`config.mk`:
```
export PLATFORM = sky130hd
export DESIGN_NAME = req_tracker
export DESIGN_NICKNAME = d
export VERILOG_FILES = /design/src/rtl/mrt_pkg.sv /design/src/rtl/rt_table.sv /design/src/rtl/rt_agecheck.sv /design/src/rtl/req_tracker.sv
export SDC_FILE = /design/constraint.sdc
export NUM_CORES = 1
export LEC_CHECK = 0
export BUFFER_PORTS_ARGS = -buffer_cell sky130_fd_sc_hd__buf_2
export CAP_MARGIN = 15
export CORE_MARGIN = 2
export CORE_UTILIZATION = 50
export CTS_CLUSTER_DIAMETER = 50
export CTS_CLUSTER_SIZE = 14
export DETAILED_ROUTE_END_ITERATION = 6
export GPL_TIMING_DRIVEN = 0
export HOLD_SLACK_MARGIN = 0.06
export PLACE_DENSITY = 0.68
export SLEW_MARGIN = 20
export SYNTH_ARGS = -nofsm -noshare
export SYNTH_HDL_FRONTEND = slang
export SYNTH_SLANG_ARGS = --single-unit
export TNS_END_PERCENT = 100
```
`constraint.sdc`:
```
create_clock -name clk -period 4.3 [get_ports clk]
set_input_delay 0 -clock clk [delete_from_list [all_inputs] [get_ports clk]]
set_output_delay 0 -clock clk [all_outputs]
set_load 0.1 [all_outputs]
```
`src/rtl/mrt_pkg.sv`:
```
package mrt_pkg;

    typedef enum logic [2:0] {
        RQ_LOAD    = 3'd0,
        RQ_FETCH   = 3'd1,
        RQ_STORE   = 3'd2,
        RQ_ATOM_RD = 3'd3,
        RQ_ATOM_WR = 3'd4,
        RQ_RSV_RD  = 3'd5,
        RQ_RSV_WR  = 3'd6,
        RQ_SPARE   = 3'd7
    } rq_kind_e;

    // Kinds that modify or reserve a line live in the write table.
    function automatic logic goes_to_wr(input logic [2:0] kind);
        return (kind >= 3'(RQ_STORE)) && (kind <= 3'(RQ_RSV_WR));
    endfunction

endpackage

```
`src/rtl/rt_table.sv`:
```
module rt_table #(
    parameter int DEPTH  = 4,
    parameter int LINE_W = 12,
    parameter int ID_W   = 8,
    parameter int TS_W   = 16,
    parameter int THRESH = 64
) (
    input  logic              clk,
    input  logic              rst_n,
    input  logic [TS_W-1:0]   now_i,
    input  logic [LINE_W-1:0] probe_line_i,
    output logic              probe_hit_o,
    input  logic              alloc_i,
    input  logic [LINE_W-1:0] alloc_line_i,
    input  logic [ID_W-1:0]   alloc_id_i,
    input  logic              rel_i,
    input  logic [LINE_W-1:0] rel_line_i,
    output logic              rel_hit_o,
    output logic [ID_W-1:0]   rel_id_o,
    output logic [TS_W-1:0]   rel_ts_o,
    output logic [$clog2(DEPTH+1)-1:0] occ_o,
    output logic              stale_o
);
    localparam int IDX_W = (DEPTH > 1) ? $clog2(DEPTH) : 1;
    localparam int OCC_W = $clog2(DEPTH+1);

    typedef struct packed {
        logic              vld;
        logic [LINE_W-1:0] line;
        logic [ID_W-1:0]   id;
        logic [TS_W-1:0]   ts;
    } slot_t;

    typedef struct packed {
        slot_t [DEPTH-1:0] slot;
    } tbl_st_t;

    tbl_st_t st_q, st_d;

    logic [DEPTH-1:0] match_rel;
    logic [DEPTH-1:0] match_probe;
    logic [DEPTH-1:0] stale_vec;
    logic [DEPTH-1:0] vld_vec;
    logic [DEPTH-1:0] open_vec;
    logic [IDX_W-1:0] pick_idx;
    logic             pick_ok;

    for (genvar i = 0; i < DEPTH; i++) begin : g_slot
        logic [TS_W-1:0] age;
        assign vld_vec[i]     = st_q.slot[i].vld;
        assign match_rel[i]   = rel_i && st_q.slot[i].vld && (st_q.slot[i].line == rel_line_i);
        assign match_probe[i] = st_q.slot[i].vld && !match_rel[i] &&
                                (st_q.slot[i].line == probe_line_i);
        assign age            = now_i - st_q.slot[i].ts;
        assign stale_vec[i]   = st_q.slot[i].vld && (age >= TS_W'(THRESH));
        assign open_vec[i]    = !st_q.slot[i].vld || match_rel[i];
    end

    always_comb begin
        rel_id_o = '0;
        rel_ts_o = '0;
        for (int i = 0; i < DEPTH; i++) begin
            if (match_rel[i]) begin
                rel_id_o = rel_id_o | st_q.slot[i].id;
                rel_ts_o = rel_ts_o | st_q.slot[i].ts;
            end
        end
        pick_idx = '0;
        pick_ok  = 1'b0;
        for (int i = DEPTH-1; i >= 0; i--) begin
            if (open_vec[i]) begin
                pick_idx = IDX_W'(i);
                pick_ok  = 1'b1;
            end
        end
    end

    assign rel_hit_o   = |match_rel;
    assign probe_hit_o = |match_probe;
    assign stale_o     = |stale_vec;
    assign occ_o       = OCC_W'($countones(vld_vec));

    always_comb begin
        st_d = st_q;
        for (int i = 0; i < DEPTH; i++) begin
            if (match_rel[i]) st_d.slot[i].vld = 1'b0;
        end
        if (alloc_i && pick_ok) begin
            st_d.slot[pick_idx].vld  = 1'b1;
            st_d.slot[pick_idx].line = alloc_line_i;
            st_d.slot[pick_idx].id   = alloc_id_i;
            st_d.slot[pick_idx].ts   = now_i;
        end
    end

    always_ff @(posedge clk) begin
        if (!rst_n) st_q <= '0;
        else        st_q <= st_d;
    end

    AST_LINE_UNIQUE: assert property (@(posedge clk) disable iff (!rst_n)
        $onehot0(match_rel));
    AST_ALLOC_ROOM: assert property (@(posedge clk) disable iff (!rst_n)
        alloc_i |-> pick_ok);
endmodule

```
`src/rtl/rt_agecheck.sv`:
```
module rt_agecheck #(
    parameter int THRESH = 64
) (
    input  logic clk,
    input  logic rst_n,
    input  logic insert_i,
    input  logic busy_next_i,
    input  logic stale_i,
    output logic dead_o
);
    localparam int TMR_W = (THRESH > 1) ? $clog2(THRESH) : 1;

    typedef struct packed {
        logic             armed;
        logic [TMR_W-1:0] tmr;
        logic             dead;
    } wd_st_t;

    wd_st_t st_q, st_d;
    logic   fire;

    assign fire = st_q.armed && (st_q.tmr == '0);

    always_comb begin
        st_d = st_q;
        if (fire) begin
            st_d.armed = busy_next_i;
            st_d.tmr   = TMR_W'(THRESH-1);
            if (stale_i) st_d.dead = 1'b1;
        end else if (insert_i && !st_q.armed) begin
            st_d.armed = 1'b1;
            st_d.tmr   = TMR_W'(THRESH-1);
        end else if (st_q.armed) begin
            st_d.tmr = st_q.tmr - 1'b1;
        end
    end

    always_ff @(posedge clk) begin
        if (!rst_n) st_q <= '0;
        else        st_q <= st_d;
    end

    assign dead_o = st_q.dead;

    AST_DEAD_STICKY: assert property (@(posedge clk) disable iff (!rst_n)
        st_q.dead |=> st_q.dead);
    AST_TMR_RANGE: assert property (@(posedge clk) disable iff (!rst_n)
        st_q.tmr <= TMR_W'(THRESH-1));
endmodule

```
`src/rtl/req_tracker.sv`:
```
module req_tracker
    import mrt_pkg::*;
#(
    parameter int ADDR_W    = 16,
    parameter int OFF_W     = 4,
    parameter int ID_W      = 8,
    parameter int MAX_OUT   = 4,
    parameter int TS_W      = 16,
    parameter int DL_THRESH = 64
) (
    input  logic                    clk,
    input  logic                    rst_n,
    input  logic                    req_valid,
    input  logic [ADDR_W-1:0]       req_addr,
    input  logic [2:0]              req_kind,
    input  logic [ID_W-1:0]         req_id,
    input  logic [OFF_W:0]          req_len,
    output logic                    req_accept,
    input  logic                    cpl_valid,
    input  logic                    cpl_write,
    input  logic [ADDR_W-OFF_W-1:0] cpl_line,
    output logic                    done_valid,
    output logic [ID_W-1:0]         done_id,
    output logic [TS_W-1:0]         done_latency,
    output logic                    deadlock
);
    localparam int LINE_W = ADDR_W - OFF_W;
    localparam int BLK    = 1 << OFF_W;
    localparam int CNT_W  = $clog2(MAX_OUT+1);
    localparam int SUM_W  = OFF_W + 2;

    typedef struct packed {
        logic [CNT_W-1:0] count;
        logic [TS_W-1:0]  now;
        logic             done_v;
        logic [ID_W-1:0]  done_id;
        logic [TS_W-1:0]  done_lat;
    } top_st_t;

    top_st_t st_q, st_d;

    logic [LINE_W-1:0] req_line;
    logic [SUM_W-1:0]  span;
    logic              len_ok;
    logic              to_wr;
    logic              rd_rel, wr_rel;
    logic              rd_rel_hit, wr_rel_hit, cpl_hit;
    logic [ID_W-1:0]   rd_rel_id, wr_rel_id;
    logic [TS_W-1:0]   rd_rel_ts, wr_rel_ts;
    logic              rd_probe_hit, wr_probe_hit;
    logic              rd_alloc, wr_alloc;
    logic [CNT_W-1:0]  rd_occ, wr_occ;
    logic              rd_stale, wr_stale;
    logic [CNT_W-1:0]  cnt_after_rel;

    assign req_line = req_addr[ADDR_W-1:OFF_W];
    assign span     = SUM_W'(req_addr[OFF_W-1:0]) + SUM_W'(req_len);
    assign len_ok   = span <= SUM_W'(BLK);
    assign to_wr    = goes_to_wr(req_kind);

    assign rd_rel  = cpl_valid && !cpl_write;
    assign wr_rel  = cpl_valid &&  cpl_write;
    assign cpl_hit = rd_rel_hit || wr_rel_hit;

    assign cnt_after_rel = st_q.count - CNT_W'(cpl_hit);

    assign req_accept = req_valid && len_ok && (cnt_after_rel < CNT_W'(MAX_OUT)) &&
                        !rd_probe_hit && !wr_probe_hit;
    assign rd_alloc   = req_accept && !to_wr;
    assign wr_alloc   = req_accept &&  to_wr;

    rt_table #(
        .DEPTH(MAX_OUT), .LINE_W(LINE_W), .ID_W(ID_W), .TS_W(TS_W), .THRESH(DL_THRESH)
    ) u_rd_tbl (
        .clk(clk), .rst_n(rst_n), .now_i(st_q.now),
        .probe_line_i(req_line), .probe_hit_o(rd_probe_hit),
        .alloc_i(rd_alloc), .alloc_line_i(req_line), .alloc_id_i(req_id),
        .rel_i(rd_rel), .rel_line_i(cpl_line), .rel_hit_o(rd_rel_hit),
        .rel_id_o(rd_rel_id), .rel_ts_o(rd_rel_ts),
        .occ_o(rd_occ), .stale_o(rd_stale)
    );

    rt_table #(
        .DEPTH(MAX_OUT), .LINE_W(LINE_W), .ID_W(ID_W), .TS_W(TS_W), .THRESH(DL_THRESH)
    ) u_wr_tbl (
        .clk(clk), .rst_n(rst_n), .now_i(st_q.now),
        .probe_line_i(req_line), .probe_hit_o(wr_probe_hit),
        .alloc_i(wr_alloc), .alloc_line_i(req_line), .alloc_id_i(req_id),
        .rel_i(wr_rel), .rel_line_i(cpl_line), .rel_hit_o(wr_rel_hit),
        .rel_id_o(wr_rel_id), .rel_ts_o(wr_rel_ts),
        .occ_o(wr_occ), .stale_o(wr_stale)
    );

    always_comb begin
        st_d        = st_q;
        st_d.now    = st_q.now + 1'b1;
        st_d.count  = cnt_after_rel + CNT_W'(req_accept);
        st_d.done_v = cpl_hit;
        if (rd_rel_hit) begin
            st_d.done_id  = rd_rel_id;
            st_d.done_lat = st_q.now - rd_rel_ts;
        end else if (wr_rel_hit) begin
            st_d.done_id  = wr_rel_id;
            st_d.done_lat = st_q.now - wr_rel_ts;
        end
    end

    always_ff @(posedge clk) begin
        if (!rst_n) st_q <= '0;
        else        st_q <= st_d;
    end

    rt_agecheck #(.THRESH(DL_THRESH)) u_age (
        .clk(clk), .rst_n(rst_n),
        .insert_i(req_accept),
        .busy_next_i(st_d.count != '0),
        .stale_i(rd_stale || wr_stale),
        .dead_o(deadlock)
    );

    assign done_valid   = st_q.done_v;
    assign done_id      = st_q.done_id;
    assign done_latency = st_q.done_lat;

    AST_COUNT_MATCH: assert property (@(posedge clk) disable iff (!rst_n)
        (CNT_W+1)'(st_q.count) == (CNT_W+1)'(rd_occ) + (CNT_W+1)'(wr_occ));
    AST_NO_OVERFLOW: assert property (@(posedge clk) disable iff (!rst_n)
        st_q.count <= CNT_W'(MAX_OUT));
    AST_DONE_AFTER_CPL: assert property (@(posedge clk) disable iff (!rst_n)
        done_valid |-> $past(cpl_valid));
    AST_ONE_TABLE_FREED: assert property (@(posedge clk) disable iff (!rst_n)
        !(rd_rel_hit && wr_rel_hit));
    AST_ACCEPT_COUNTS: assert property (@(posedge clk) disable iff (!rst_n)
        req_accept |=> (st_q.count != '0));
endmodule

```
==> results of run 1 <==
## how the worst max path moves through the flow
stage            startpoint                to
3_3_place_gp    cpl_line[2]  done_latency[14]
5_1_grt           flip-flop  done_latency[14]
4_1_cts           flip-flop  done_latency[14]
3_5_place_dp   cpl_line[10]  done_latency[14]
6_report          flip-flop         flip-flop
2_1_floorplan     flip-flop  done_latency[14]
## layer usage
metal / track usage / vias up
li1: - / 9883
met1: 0.429 / 10500
met2: 0.569 / 1111
met3: 0.0597 / 370
met4: 0.235 / 0
met5: 0 / -
## power breakdown
group	internal (mW)	leakage, nW	switching (mW)
Combinational	0.440	9.72	0.622
Clock	1.98	0.647	1.53
Sequential	3.26	2.82	0.0468
Total	5.68	13.2	2.20
## timing repair
item / in CTS / in global routing
buffers inserted: 101 / 11
endpoints found under the hold margin: 72 / 0
gates cloned: 19 / 0
pin swaps: 54 / 24
hold buffers: 13 / 0
gates resized for setup: 308 / 45
setup endpoints to repair: 318 / 312
## cell usage in the layout (no fill, tap or decap), types with 19 or more instances in the layout
master | Yosys | layout
a21oi_1 | 113 | 104
ha_1 | 146 | 141
buf_4 | 27 | 105
nor2_1 | 387 | 384
a22oi_1 | 38 | 37
buf_16 | 0 | 19
mux2i_1 | 298 | 292
nor4_1 | 39 | 33
xnor2_1 | 118 | 114
clkbuf_1 | 122 | 94
nor3_1 | 46 | 46
clkbuf_16 | 0 | 43
o21ai_0 | 83 | 77
buf_2 | 21 | 49
inv_1 | 162 | 159
a221o_1 | 20 | 20
xor2_1 | 136 | 123
dfxtp_1 | 348 | 320
buf_6 | 6 | 19
nand2_1 | 100 | 100
nand4_1 | 26 | 26
buf_12 | 0 | 32
a31oi_1 | 21 | 19
a22o_1 | 32 | 32
a21o_1 | 29 | 29
nand2b_1 | 33 | 31
nor2b_1 | 22 | 22
dfxtp_2 | 0 | 24
nand3_1 | 63 | 59
## Yosys cell counts, types with 39 or more instances
master,n,share of area
xnor2_1,118,0.045
a21oi_1,113,0.025
nor4_1,39,0.011
nor2_1,387,0.064
nor3_1,46,0.010
nand3_1,63,0.014
xor2_1,136,0.052
ha_1,146,0.080
nand2_1,100,0.016
o21ai_0,83,0.018
dfxtp_1,348,0.30
clkbuf_1,122,0.020
inv_1,162,0.027
mux2i_1,298,0.13
## worst max-delay path, cell delays in order, from the launching register on
cell and delay (ps):
dfxtp_2 380, xor2_2 220, nor4b_2 90, and4_4 240, or4_4 630, or4_4 480, ha_4 190, ha_4 170
xnor2_4 190, o2111ai_2 180, nor4_4 250, nand3b_1 200, buf_4 220, buf_4 130, buf_6 100, nand2b_4 140
buf_12 170, buf_12 130, buf_16 130, mux2i_1 210, nor2_1 70
## per-stage QoR
| step | TNS, ps | utilization | cells |
|---|---|---|---|
| after floorplan | -14.4 | - | 2704 |
| after global placement | -391930 | 0.528 | 3347 |
| after detailed placement | -344260 | 0.529 | 3348 |
| after CTS | -62770 | 0.611 | 3536 |
| after global routing | -69310 | 0.615 | 3543 |
| final | -52520 | 0.615 | 3543 |
## cell type report
type | instances | area [um2]
plain buffers | 184 | 1370
clock buffers | 43 | 1010
clock inverters | 24 | 308
fillers | 3850 | 17400
inverters | 162 | 616
multi-input cells | 2003 | 15000
flip-flops and latches | 348 | 7010
well taps | 600 | 751
repair buffers | 179 | 1860
## cells by family after synthesis
group,count (synthesis),share of synthesized area
compound gates,484,0.145
simple gates,808,0.167
fa+ha+maj,156,0.0887
buf+inv,353,0.0655
mux,301,0.132
xor+xnor,254,0.0973
flops,348,0.305
==> impl_metrics.yaml, run 1 <==
run_status:
  status: "finished, violations left"
  violations: "setup timing"
route:
  dr.pass1.iters: 6
  routed.top_layer: "met4"
  wl_met1_um: 33300
  wl_per_cell_um: 23.9
  drcViolationCount: 0
  drtIter0Drc: 2224
  wl_met2_um: 38300
  vias_per_cell: 6.18
  dr_wl_met3_um: 6590
  ant_nets: 0
  wl_um: 84500
  dr_total_vias: 21900
sta:
  final_hold_viol_count: 0
  fin_crit_ps: 4660
  maxSlewViolCount: 0
  skew_ps: 18.9
  fmax_ghz: 0.215
  slew_headroom: 0.227
  finalCritPeriodShare: 1.08
  fin_ws_ps: -357
  holdWs_ps: 114
  tightest_slew_ps: 1160
  setup_viol: 276
  grt_setup_unrepaired: "yes"
global_route:
  grt_max_degree: 17
  grt_pass1_vias: 21800
  antenna_found_initial: 0
  grt_pass1_wl_um: 127000
  grtUsageTotal: 0.351
  grt_overflow: 0
min_path:
  min_from: "req_kind[1]"
  hold_path_end: "u_rd_tbl.st_q[36]"
  whs_path_depth: 4
  hold_class: "in2reg"
die:
  dieArea_um2: 47400
  die_h_um: 218
  start_util: 0.505
  io-pin-count: 76
  row_count: 78
  placeableCoreArea_um2: 45300
  die_w_um: 218
synth:
  ys_seq_area_frac: 0.305
  ys_async_sr_fraction: 0
  ys.flop_type: "dfxtp_1"
  synth_nets: 2909
  synth-warning-count: 0
  ys_types: 79
  avgSynthCellArea_um2: 8.45
  synth_cells: 2704
  synth_edf_count: 0
  netlist_area_um2: 22900
  ys_ff_latch: 348
layout:
  area_growth_syn_to_layout_pct: 22.0
  nets: 3122
  drive_above_1_share: 0.150
  final_area_um2: 27900
  antennaDiodeCount: 0
power_and_ir_drop:
  total_power_mw: 7.88
  ir_drop_uv: 325
  power_density_nw_per_um2: 283
  power_leakage_nw: 13.2
clock_tree:
  cts_buffer_depth: 3
  htreeDepth: 2
  clk_pin_slew_ps: 70
  cts_root_buf: "clkbuf_16"
  numCtsBuffers: 39
  cts_tree: "built"
  clkLatencyLatePin_ps: 570
  cts_sinks: 348
placement:
  place_area_um2: 23900
  io_buffers: 43
  gp_congestion: 0.965
  dp_hpwl_um: 58200
  place_ws_ps: -1650
critical_path:
  r2r_cells: 20
  worstPathArrival_ps: 5090
  start_kind: "flip-flop"
  cp_max_fo: 6
  path_class: "reg2reg"
  cp-end-kind: "flip-flop"
  critPathRequiredTime_ps: 4730
  ff2ff_setup_slack_ps: -360
flow_run:
  maxCapViolCount: 0
Power figures use the tool's default switching activity.
==> run 2, diff against run 1 <==
--- a/config.mk
+++ b/config.mk
@@ -14,7 +14,8 @@
 export DETAILED_ROUTE_END_ITERATION = 6
 export GPL_TIMING_DRIVEN = 0
 export HOLD_SLACK_MARGIN = 0.06
-export PLACE_DENSITY = 0.68
+export PLACE_DENSITY = 0.69
+export SETUP_SLACK_MARGIN = 0.5
 export SLEW_MARGIN = 20
 export SYNTH_ARGS = -nofsm -noshare
 export SYNTH_HDL_FRONTEND = slang
==> impl_metrics.yaml, run 2 (same netlist as run 1, synthesis figures left out) <==
critical_path:
  path_class: "reg2reg"
  worstPathArrival_ps: 5320
  max_stage_delay_ps: 600
  critPathRequiredTime_ps: 4750
  r2r_cells: 19
  ff2ff_setup_slack_ps: -570
  cp-end-kind: "flip-flop"
  crit_chain: "xor2_4 > nor4b_4 > and4_4 > buf_8 > or4_4 > clkbuf_16 > or4_4 > ha_4 > ha_4 > xnor2_4 > o2111ai_4 > nor4_2 > buf_4 > nand3b_1 > or4b_4 > buf_12 > clkbuf_16 > mux2i_1 > nor2_1"
  start_kind: "flip-flop"
  cp_slowest_cell: "or4b_4"
  cp_max_fo: 9
run_status:
  violations: "setup timing"
  status: "finished, violations left"
route:
  drcViolationCount: 0
  dr_total_vias: 22600
  dr.pass1.iters: 6
  ant_nets: 0
  wl_per_cell_um: 24.4
  drtIter0Drc: 2428
  vias_per_cell: 6.28
  wl_um: 87400
power_and_ir_drop:
  power_leakage_nw: 13.7
  ir_drop_uv: 341
  power_density_nw_per_um2: 276
layout:
  final_area_um2: 29000
  multi_input_area_um2: 15400
  fillers: 3639
  register_area_um2: 7030
  post-route-util: 0.640
  area_growth_syn_to_layout_pct: 26.9
  layout_commonest_cell: "nor2_1"
  mostFrequentLayoutCells: "nor2_1, dfxtp_1, mux2i_1, inv_1, ha_1"
  nets: 3167
  drive_above_1_share: 0.184
sta:
  tightest_slew_ps: 1030
  skew_ps: 39.7
  slew_headroom: 0.315
  fmax_ghz: 0.205
  setup_viol: 308
  setup_tns_ps: -109960
  grt_setup_unrepaired: "yes"
  fin_crit_ps: 4870
  finalCritPeriodShare: 1.13
  final_hold_viol_count: 0
  holdWs_ps: 149
  fin_ws_ps: -575
  maxSlewViolCount: 0
global_route:
  use_met1: 0.407
  met3_usage: 0.0533
  grt_busiest_layer: "met2"
  grt_use_met2: 0.564
  grt_overflow: 0
  grt_pass1_vias: 21300
  grt_pass1_wl_um: 124000
  antenna_found_initial: 0
  grt_max_degree: 17
  grtUsageTotal: 0.340
die:
  placeableCoreArea_um2: 45300
  die_h_um: 218
  io-pin-count: 76
  dieArea_um2: 47400
  start_util: 0.505
  row_count: 78
  die_w_um: 218
clock_tree:
  cts_buffer_depth: 3
  cts_tree: "built"
  cts_root_buf: "clkbuf_16"
  cts_sinks: 348
  numCtsBuffers: 40
  clkLatencyLatePin_ps: 600
  clk_pin_slew_ps: 60
  htreeDepth: 2
flow_run:
  maxCapViolCount: 0
min_path:
  min_from: "req_kind[0]"
  hold_class: "in2reg"
  hold_path_end: "u_rd_tbl.st_q[36]"
  whs_path_depth: 5
placement:
  dp_hpwl_um: 58000
  io_buffers: 43
  gp_congestion: 0.958
  place_area_um2: 24300
  place_ws_ps: -1460
-- run 2: report_power, final --
part	leakage, nW	switching, mW	internal (mW)	total [mW]
logic	10.2	0.692	0.509	1.20
clock network	0.647	1.55	1.93	3.49
registers	2.83	0.0481	3.26	3.31
total	13.7	2.29	5.70	7.99
-- run 2: worst max path at each step --
stage	end	slack (ps)
finish	flip-flop	-570
CTS	flip-flop	-410
floorplan	done_latency[14]	0.1
global route	flip-flop	-660
detailed placement	done_latency[14]	-1460
global placement	done_latency[14]	-1570
-- run 2: area by class of cell --
type                    count  share of cell area
clock buffers              46              0.0378
flip-flops and latches    348               0.242
well taps                 600              0.0259
inverters                 162              0.0212
repair buffers            216              0.0803
plain buffers             191              0.0541
multi-input cells        2003               0.531
diodes                      1           0.0000863
clock inverters            22             0.00759
-- run 2: critical path: cells and delay by family (launching register included) --
family	cells	cell delay, ps
compound gates	1	160
flops	1	410
mux	1	160
simple gates	8	2330
fa+ha+maj	2	360
xor+xnor	2	430
buf+inv	5	860
-- run 2: what timing repair did --
item | 4_1_cts | 5_1_grt
resized for setup | 230 | 155
pin swaps | 45 | 69
cloned | 14 | 10
endpoints found under the setup margin | 323 | 324
hold buffers | 12 | 0
buffers inserted | 97 | 39
hold endpoints to repair | 77 | 0
-- run 2: metrics by stage --
| stage | power [mW] | cells |
|---|---|---|
| floorplan | 4.01 | 2704 |
| global placement | 4.25 | 3347 |
| detailed placement | 4.27 | 3348 |
| CTS | 7.80 | 3539 |
| global route | 8.17 | 3588 |
| finish | 7.99 | 3589 |
-- run 2: routing by layer --
metal,vias up,wire [um]
met1,10800,32900
met5,-,0
met2,1290,39100
met3,425,7960
li1,9996,-
met4,0,7460
